[config.mk]
export PLATFORM = sky130hd
export DESIGN_NAME = dlen_shifter
export DESIGN_NICKNAME = d
export VERILOG_FILES = /design/src/rtl/dlsh_pkg.sv /design/src/rtl/dlsh_ctrl.sv /design/src/rtl/dlsh_datapath.sv /design/src/rtl/dlsh_delay.sv /design/src/rtl/dlen_shifter.sv
export SDC_FILE = /design/constraint.sdc
export NUM_CORES = 1
export LEC_CHECK = 0
export CORE_ASPECT_RATIO = 0.6
export CORE_MARGIN = 2
export CORE_UTILIZATION = 45
export CTS_CLUSTER_DIAMETER = 40
export CTS_CLUSTER_SIZE = 25
export DETAILED_ROUTE_END_ITERATION = 8
export PLACE_DENSITY = 0.81
export SKIP_LAST_GASP = 1
export SYNTH_ARGS = -nofsm -noshare
export SYNTH_HDL_FRONTEND = slang
export SYNTH_HIERARCHICAL = 1
export SYNTH_SLANG_ARGS = --single-unit
[constraint.sdc]
create_clock -name clk -period 1.7 [get_ports clk]
set_clock_uncertainty 0.05 [all_clocks]
set_input_delay 0.34 -clock clk [delete_from_list [all_inputs] [get_ports clk]]
set_output_delay 0.34 -clock clk [all_outputs]
set_load 0.02 [all_outputs]
[src/rtl/dlsh_pkg.sv]
package dlsh_pkg;

  typedef enum logic {
    SH_ROT_LEFT    = 1'b0,
    SH_ARITH_RIGHT = 1'b1
  } sh_dir_e;

  localparam int unsigned DLY_FAST = 1;
  localparam int unsigned DLY_SLOW = 2;

endpackage

[src/rtl/dlsh_ctrl.sv]
module dlsh_ctrl
  import dlsh_pkg::*;
#(
  parameter int unsigned CNT_W = 6
) (
  input  logic             clk,
  input  logic             rst,
  input  logic             start,
  input  sh_dir_e          dir_in,
  input  logic [CNT_W-1:0] cnt_in,
  output logic             load,
  output logic             step,
  output sh_dir_e          dir_q,
  output logic             busy,
  output logic             done
);

  localparam logic [CNT_W-1:0] CNT_LAST = {CNT_W{1'b1}};
  localparam logic [CNT_W-1:0] CNT_ZERO = '0;

  logic [CNT_W-1:0] cnt_q;
  logic             busy_q;
  logic             done_q;

  assign load = start && !busy_q;
  assign step = busy_q;
  assign busy = busy_q;
  assign done = done_q;

  always_ff @(posedge clk) begin
    if (rst) begin
      cnt_q  <= CNT_ZERO;
      busy_q <= 1'b0;
      done_q <= 1'b0;
      dir_q  <= SH_ROT_LEFT;
    end else begin
      done_q <= 1'b0;
      if (load) begin
        cnt_q <= cnt_in;
        dir_q <= dir_in;
        if (cnt_in == CNT_ZERO) done_q <= 1'b1;
        else                    busy_q <= 1'b1;
      end else if (busy_q) begin
        cnt_q <= cnt_q + 1'b1;
        if (cnt_q == CNT_LAST) begin
          busy_q <= 1'b0;
          done_q <= 1'b1;
        end
      end
    end
  end

  // counter advances by one per busy cycle
  assert_cnt_step_R6: assert property (@(posedge clk) disable iff (rst)
    (busy_q && cnt_q != CNT_LAST) |=> (cnt_q == $past(cnt_q) + 1'b1));

  // last step ends busy and raises done
  assert_finish_R10: assert property (@(posedge clk) disable iff (rst)
    (busy_q && cnt_q == CNT_LAST) |=> (done_q && !busy_q));

  // a start during a run does not alter the latched direction
  assert_ignore_start_R9: assert property (@(posedge clk) disable iff (rst)
    (busy_q && start) |=> (dir_q == $past(dir_q)));

  // done and busy never overlap
  assert_done_idle_R7: assert property (@(posedge clk) disable iff (rst)
    done_q |-> !busy_q);

endmodule

[src/rtl/dlsh_datapath.sv]
module dlsh_datapath
  import dlsh_pkg::*;
#(
  parameter int unsigned HALF_W = 32
) (
  input  logic              clk,
  input  logic              rst,
  input  logic              load,
  input  logic              step,
  input  sh_dir_e           dir_q,
  input  logic [HALF_W-1:0] acc_in,
  input  logic [HALF_W-1:0] reg_in,
  output logic [HALF_W-1:0] acc_q,
  output logic [HALF_W-1:0] reg_q
);

  localparam int unsigned MSB = HALF_W - 1;

  logic top_fill;

  // Vacated A bit: R's low bit for a rotate, A's sign for an arithmetic shift
  always_comb begin
    if (dir_q == SH_ARITH_RIGHT) top_fill = acc_q[MSB];
    else                         top_fill = reg_q[0];
  end

  always_ff @(posedge clk) begin
    if (rst) begin
      acc_q <= '0;
      reg_q <= '0;
    end else if (load) begin
      acc_q <= acc_in;
      reg_q <= reg_in;
    end else if (step) begin
      acc_q <= {top_fill, acc_q[MSB:1]};
      reg_q <= {acc_q[0], reg_q[MSB:1]};
    end
  end

  // arithmetic right step keeps the sign of A
  assert_sign_keep_R4: assert property (@(posedge clk) disable iff (rst)
    (step && !load && dir_q == SH_ARITH_RIGHT) |=> (acc_q[MSB] == $past(acc_q[MSB])));

  // rotate step preserves the number of ones in the pair
  assert_rot_ones_R3: assert property (@(posedge clk) disable iff (rst)
    (step && !load && dir_q == SH_ROT_LEFT)
      |=> ($countones({acc_q, reg_q}) == $past($countones({acc_q, reg_q}))));

  // without load or step the pair holds
  assert_hold_R5: assert property (@(posedge clk) disable iff (rst)
    (!load && !step) |=> ($stable(acc_q) && $stable(reg_q)));

endmodule

[src/rtl/dlsh_delay.sv]
module dlsh_delay
  import dlsh_pkg::*;
#(
  parameter int unsigned CNT_W = 6,
  parameter int unsigned DLY_W = 2
) (
  input  logic             clk,
  input  logic             rst,
  input  logic             load,
  input  logic [CNT_W-1:0] cnt_in,
  output logic [DLY_W-1:0] dly_q
);

  localparam logic [DLY_W-1:0] FAST_V = DLY_W'(DLY_FAST);
  localparam logic [DLY_W-1:0] SLOW_V = DLY_W'(DLY_SLOW);

  always_ff @(posedge clk) begin
    if (rst)       dly_q <= '0;
    else if (load) dly_q <= cnt_in[CNT_W-1] ? FAST_V : SLOW_V;
  end

  // the figure only changes on an accepted start
  assert_dly_hold_R8: assert property (@(posedge clk) disable iff (rst)
    !load |=> $stable(dly_q));

endmodule

[src/rtl/dlen_shifter.sv]
module dlen_shifter
  import dlsh_pkg::*;
#(
  parameter int unsigned HALF_W = 32,
  parameter int unsigned CNT_W  = 6,
  parameter int unsigned DLY_W  = 2
) (
  input  logic              clk,
  input  logic              rst,
  input  logic              start,
  input  logic              dir,
  input  logic [CNT_W-1:0]  count,
  input  logic [HALF_W-1:0] acc_in,
  input  logic [HALF_W-1:0] reg_in,
  output logic [HALF_W-1:0] acc_out,
  output logic [HALF_W-1:0] reg_out,
  output logic              busy,
  output logic              done,
  output logic [DLY_W-1:0]  post_delay
);

  logic    load;
  logic    step;
  sh_dir_e dir_q;
  sh_dir_e dir_e;

  assign dir_e = sh_dir_e'(dir);

  dlsh_ctrl #(.CNT_W(CNT_W)) u_ctrl (
    .clk    (clk),
    .rst    (rst),
    .start  (start),
    .dir_in (dir_e),
    .cnt_in (count),
    .load   (load),
    .step   (step),
    .dir_q  (dir_q),
    .busy   (busy),
    .done   (done)
  );

  dlsh_datapath #(.HALF_W(HALF_W)) u_path (
    .clk    (clk),
    .rst    (rst),
    .load   (load),
    .step   (step),
    .dir_q  (dir_q),
    .acc_in (acc_in),
    .reg_in (reg_in),
    .acc_q  (acc_out),
    .reg_q  (reg_out)
  );

  dlsh_delay #(.CNT_W(CNT_W), .DLY_W(DLY_W)) u_dly (
    .clk    (clk),
    .rst    (rst),
    .load   (load),
    .cnt_in (count),
    .dly_q  (post_delay)
  );

  // a start while idle with a zero count finishes on the next edge
  assert_zero_done_R2: assert property (@(posedge clk) disable iff (rst)
    (start && !busy && count == '0) |=> (done && !busy));

endmodule

==> results of run 1 <==
[layer usage]
layer | wire length (um) | up-vias | part of all wire [%] | global-route usage, %
met5 | 0 | - | 0 | 0
met3 | 732 | 9 | 7.5 | 7.30
li1 | - | 1460 | - | -
met4 | 94 | 0 | 0.96 | 6.74
met2 | 4400 | 99 | 45 | 33.1
met1 | 4540 | 1397 | 47 | 27.7
[state kept, by name, summed over array words and instances, names as in the netlist]
signal / cells
u_path/reg_q: 32
u_path/acc_q: 32
u_ctrl/done: 1
u_dly/dly_q: 2
u_ctrl/cnt_q: 6
u_ctrl/dir_q: 1
u_ctrl/busy: 1
[where the power goes]
part	internal (mW)	total (mW)	switching [mW]	leakage (nW)
registers	1.88	1.99	0.111	0.617
clock network	1.19	1.92	0.725	0.153
logic	0.627	1.12	0.490	1.88
total	3.70	5.03	1.33	2.65
[worst paths after layout]
path,endpoint,cells past startpoint,slack [ns]
hold reg to reg,u_ctrl/dir_q,2,0.42
setup / recovery,done,1,0.07
setup reg to reg,u_path/acc_q[10],4,0.27
hold / removal,u_ctrl/cnt_q[0],2,0.30
[final cells by class]
cell class	count	area, um^2
well taps	112	140
clock inverters	3	17.5
repair buffers	157	1510
clock buffers	13	292
fillers	701	2810
flip-flops and latches	75	1510
inverters	2	8.76
multi-input cells	237	2140
[cells by family after synthesis]
family | count (synthesis)
adders and majority gates | 1
muxes | 129
xor gates and xnor gates | 1
DFF | 75
AOI/OAI and AO/OA | 14
and+or+nand+nor | 92
buffers and inverters | 28
[placed cells by master, fill, tap and decap left out, drive strengths merged]
cell type,n
nand4,2
o21ba,1
buf,17
clkinvlp,1
mux2,64
o21ai,1
nand3,4
clkinv,3
dlygate4sd2,65
nand2,3
nor2b,4
nor3b,1
a221oi,1
dlymetal6s2s,2
nor3,2
mux2i,65
dfxtp,75
ha,1
and4,1
a21oi,5
xnor2,1
o22ai,1
clkdlybuf4s50,73
a2111oi,1
clkbuf,13
a211oi,2
inv,1
or4,1
nor2,67
nand2b,3
or2b,1
a2bb2oi,2
nor4,3
[stage by stage]
stage | utilization [%] | power (mW) | instance area, um^2 | instances
floorplan | - | 2.73 | 3880 | 340
global placement | 63.9 | 3.20 | 5380 | 583
detailed placement | 63.9 | 3.23 | 5380 | 583
CTS | 66.6 | 5.08 | 5610 | 599
global route | 66.6 | 5.25 | 5610 | 599
finish | 66.6 | 5.03 | 5610 | 599
==> run_results.csv, run 1 <==
group,metric,value,unit
outcome,status,"finished, final reports clean",
global_route,grtUsageTotal,21.3,%
yosys,async_flop_share,0,%
run,cap_violations,0,
yosys,synthDistinctLibCells,35,
setup_path,crit_path_max_incr_delay,0.59,ns
power_and_ir_drop,p_per_area,896,mW/mm^2
detailed_routing,wire_per_inst,16.3,um
yosys,synth-xor-area-share,0.226,%
floorplanning,die_h,75.9,um
setup_path,reg2reg_from,"u_ctrl/busy",
detailed_routing,vias,2965,
setup_path,end_kind,"output port",
yosys,synth_edf_count,0,
floorplanning,core,0.00843,mm^2
cells_and_area,fin_nets,557,
timing,setup_viol,0,
yosys,yosys-top-cells-area,"dfxtp_1, mux2_4, mux2i_1",
cells_and_area,area_delta_synth_final,44.6,%
clocking,cts-resized-gates,65,
detailed_routing,drc_errors,0,
global_route,grt_pass1_wl,15.6,mm
yosys,synth_fa_ha_area_share,0.322,%
timing,tightestPinTransition,0.378,ns
yosys,ys_top_cells_by_count,"dfxtp_1, nor2_1, mux2i_1",
detailed_routing,drtIter0Drc,130,
timing,holdWs,0.296,ns
floorplanning,io_pins,142,
yosys,synth_top_family_by_area,"multiplexers",
yosys,synthMostInstantiatedCell,"dfxtp_1",
yosys,ys_warn_count,6,
yosys,netlist_instances,340,
setup_path,cp_data_required_time,1.31,ns
yosys,syn_nets,415,
timing,slew_violations,0,
timing,fmax,612,MHz
floorplanning,die_x,124,um
timing,hold_viol,0,
yosys,synth-simple-area-share,10.7,%
timing,rsz0062_at_grt,"false",
global_route,grt_pass1_vias,3044,
floorplanning,start_util,46.1,%
floorplanning,die_area,0.00941,mm^2
cells_and_area,drive_gt1_share,21.4,%
floorplanning,rows,26,
timing,fin_ws,0.0659,ns
setup_path,crit_path_top_delay_cell,"clkdlybuf4s50_1",
clocking,cts-htree-levels,3,
yosys,synth_top_area_share,38.7,%
global_route,grt_overflow,0,
timing,max_slew_margin,74.8,%
detailed_routing,dr.pass1.iters,4,
yosys,synth_seq_area_share,38.7,%
placement,place_ws,-0.0999,ns
worst_hold_path,hold_start,"rst",
clocking,post_cts_buffers,0,
yosys,syn_area_per_cell,11.4,um^2
setup_path,worst-path-max-fanout,1,
yosys,syn_area,0.00388,mm^2
setup_path,critPathKind,"flop to output port",
placement,gp_routability_congestion,0.813,
clocking,clock_sinks,75,
setup_path,start_kind,"flop",
timing,period_needed,1.63,ns
clocking,clkLatencyLatePin,0.33,ns
setup_path,path_cells,"clkdlybuf4s50_1",
power_and_ir_drop,leakage,2.65,nW
clocking,cts_buffers,9,
placement,portBuffers,141,
timing,fin_setup_tns,0,ns
setup_path,arrival,1.24,ns
placement,post-dp-hpwl,7.11,mm
global_route,antenna_found_initial,0,
detailed_routing,vias_per_cell,4.95,
yosys,synthMuxAreaShare,41.0,%
setup_path,crit_path_start,"u_ctrl/done",
detailed_routing,wl,9.77,mm
power_and_ir_drop,vdd_drop_max,541,uV
yosys,ys_seq_elements,75,
detailed_routing,ant_nets,0,
clocking,cts.path.max_buffers,2,
global_route,grt_start_max_net_pins,39,
worst_hold_path,hold_class,"input pin to flop",
setup_path,worst-path-buf-inv,1,
clocking,cts_tree,"done",
clocking,clk_pin_slew,0.06,ns
clocking,cts_root_buffer,"clkbuf_16",
yosys,synth_ff_type,"dfxtp_1",
timing,fin_crit_sh,96.1,%
yosys,yosys.area.top_type,"dfxtp_1",
cells_and_area,insertedDiodeCount,0,
setup_path,crit_family,"buffers and inverters",
clocking,hold_buffers,0,
yosys,synth_compound_area_share,2.74,%
Power figures use the tool's default switching activity.
==> run 2, diff against run 1 <==
Settings changed: ABC_CLOCK_PERIOD_IN_PS set to 1700.
==> results of run 2 <==
Same layout as run 1: the final DEF is identical, and so are final timing and power.
==> run 3, diff against run 2 <==
Settings changed: GPL_TIMING_DRIVEN set to 0.
==> run 3 against run 2 <==
  * Utilization grew 1.4 points
  * Fmax up 1.2%
  * Register-to-register slack worse by 0.15 ns
  * Hold slack improved by 0.11 ns
  * Routed wire length hardly changed
  * Combinational power about the same
==> run_results.csv, run 3 (synthesis gave the netlist of run 1 again) <==
group,metric,value,unit
setup_path,start_kind,"flop",
setup_path,crit_path_max_incr_delay,0.59,ns
detailed_routing,dr.pass1.iters,4,
detailed_routing,drtIter0Drc,165,
power_and_ir_drop,internal_power,3.86,mW
power_and_ir_drop,power,5.20,mW
power_and_ir_drop,clkPwrFrac,39.5,%
cells_and_area,num-fill-cells,682,
global_route,grtUsageTotal,20.8,%
detailed_routing,vias,3072,
clocking,cts_root_buffer,"clkbuf_16",
power_and_ir_drop,p_per_area,907,mW/mm^2
detailed_routing,drc_errors,0,
power_and_ir_drop,leakage,2.75,nW
power_and_ir_drop,seqPwrFrac,38.3,%
cells_and_area,drive_gt1_share,21.9,%
power_and_ir_drop,p_comb_share,22.2,%
floorplanning,io_pins,142,
floorplanning,core,0.00843,mm^2
power_and_ir_drop,netSwitchingFraction,25.8,%
clocking,clock_sinks,75,
global_route,grt_overflow,0,
floorplanning,die_h,75.9,um
global_route,grt_pass1_vias,3028,
timing,setup_viol,0,
timing,rsz0062_at_grt,"false",
clocking,cts_tree,"done",
global_route,grt_start_max_net_pins,14,
setup_path,worst-path-buf-inv,1,
clocking,cts-htree-levels,3,
clocking,clk_pin_slew,0.06,ns
setup_path,critPathKind,"flop to output port",
setup_path,arrival,1.22,ns
power_and_ir_drop,vdd_drop_max,547,uV
worst_hold_path,hold_class,"flop to flop",
detailed_routing,wire_per_inst,16.0,um
placement,place_inst,593,
cells_and_area,area_delta_synth_final,47.7,%
floorplanning,die_x,124,um
placement,gp_routability_congestion,0.836,
setup_path,end_kind,"output port",
global_route,antenna_found_initial,0,
detailed_routing,wl,9.77,mm
cells_and_area,layoutNonFillerInstCount,610,
floorplanning,die_area,0.00941,mm^2
timing,tightestPinTransition,0.430,ns
cells_and_area,register_area,0.00150,mm^2
timing,fin_crit_sh,95.0,%
timing,fin_ws,0.0851,ns
timing,max_slew_margin,71.3,%
cells_and_area,insertedDiodeCount,0,
placement,place_ws,-0.768,ns
setup_path,crit_family,"buffers and inverters",
placement,post-dp-hpwl,7.05,mm
cells_and_area,reg_top3,"u_path/acc_q: 32 flops, u_path/reg_q: 32 flops, u_ctrl/cnt_q: 6 flops",
timing,hold_viol,0,
clocking,hold_buffers,0,
detailed_routing,vias_per_cell,5.04,
setup_path,cp_data_required_time,1.31,ns
setup_path,path_cells,"clkdlybuf4s50_1",
setup_path,crit_path_top_delay_cell,"clkdlybuf4s50_1",
clocking,cts_buffers,9,
clocking,cts.path.max_buffers,2,
timing,fmax,619,MHz
setup_path,worst-path-max-fanout,1,
cells_and_area,layout_common_cells,"dfxtp_1, clkdlybuf4s50_1, nor2_1",
floorplanning,start_util,46.1,%
run,cap_violations,0,
timing,period_needed,1.61,ns
timing,fin_setup_tns,0,ns
timing,holdWs,0.411,ns
global_route,grt_pass1_wl,15.3,mm
clocking,clkLatencyLatePin,0.33,ns
floorplanning,rows,26,
power_and_ir_drop,p_switching,1.34,mW
detailed_routing,ant_nets,0,
placement,portBuffers,141,
cells_and_area,fin_nets,568,
outcome,status,"finished, final reports clean",
timing,slew_violations,0,
cells_and_area,final_common_cell,"dfxtp_1",
cells_and_area,multi_input_area,0.00214,mm^2
-- run 3: final timing paths --
kind / start / endpoint / slack [ns] / cells after the start
setup / recovery: u_ctrl/done / done / 0.09 / 1
hold / removal: u_ctrl/dir_q / u_ctrl/dir_q / 0.41 / 2
setup reg to reg: u_ctrl/busy / u_path/acc_q[2] / 0.12 / 7
hold reg to reg: u_ctrl/dir_q / u_ctrl/dir_q / 0.41 / 2
-- run 3: metrics by stage --
| step | utilization (%) | area (um^2) |
|---|---|---|
| detailed placement | 64.5 | 5430 |
| global placement | 64.5 | 5430 |
| finish | 68.0 | 5730 |
| floorplan | - | 3880 |
| global route | 68.0 | 5730 |
| CTS | 67.7 | 5700 |
-- run 3: cell type report --
cell class | count | share of cell area (%)
repair buffers | 142 | 23.7
well taps | 112 | 2.44
inverters | 2 | 0.196
plain buffers | 26 | 4.41
clock inverters | 6 | 1.55
multi-input cells | 237 | 37.3
flip-flops and latches | 75 | 26.2
clock buffers | 10 | 4.17
-- run 3: timing repair --
action / CTS / global route
endpoints found under the hold margin: 0 / 0
buffers inserted: 1 / 0
endpoints found under the setup margin: 124 / 36
resized for setup: 65 / 12
-- run 3: power groups by stage --
stage               Combinational [mW]  Sequential (mW)  Clock (mW)
floorplan                        0.600             2.13           0
global placement                  1.19             2.02           0
detailed placement                1.21             2.03           0
CTS                               1.16             1.99        2.10
global route                      1.23             2.01        2.17
finish                            1.15             1.99        2.06
-- run 3: layer usage --
layer / part of all wire (%) / vias to the layer above / GRT usage (%)
met5: 0 / - / 0
li1: - / 1500 / -
met2: 45 / 112 / 32.7
met1: 46 / 1450 / 27.3
met4: 1.2 / 0 / 5.17
met3: 8.1 / 10 / 7.08
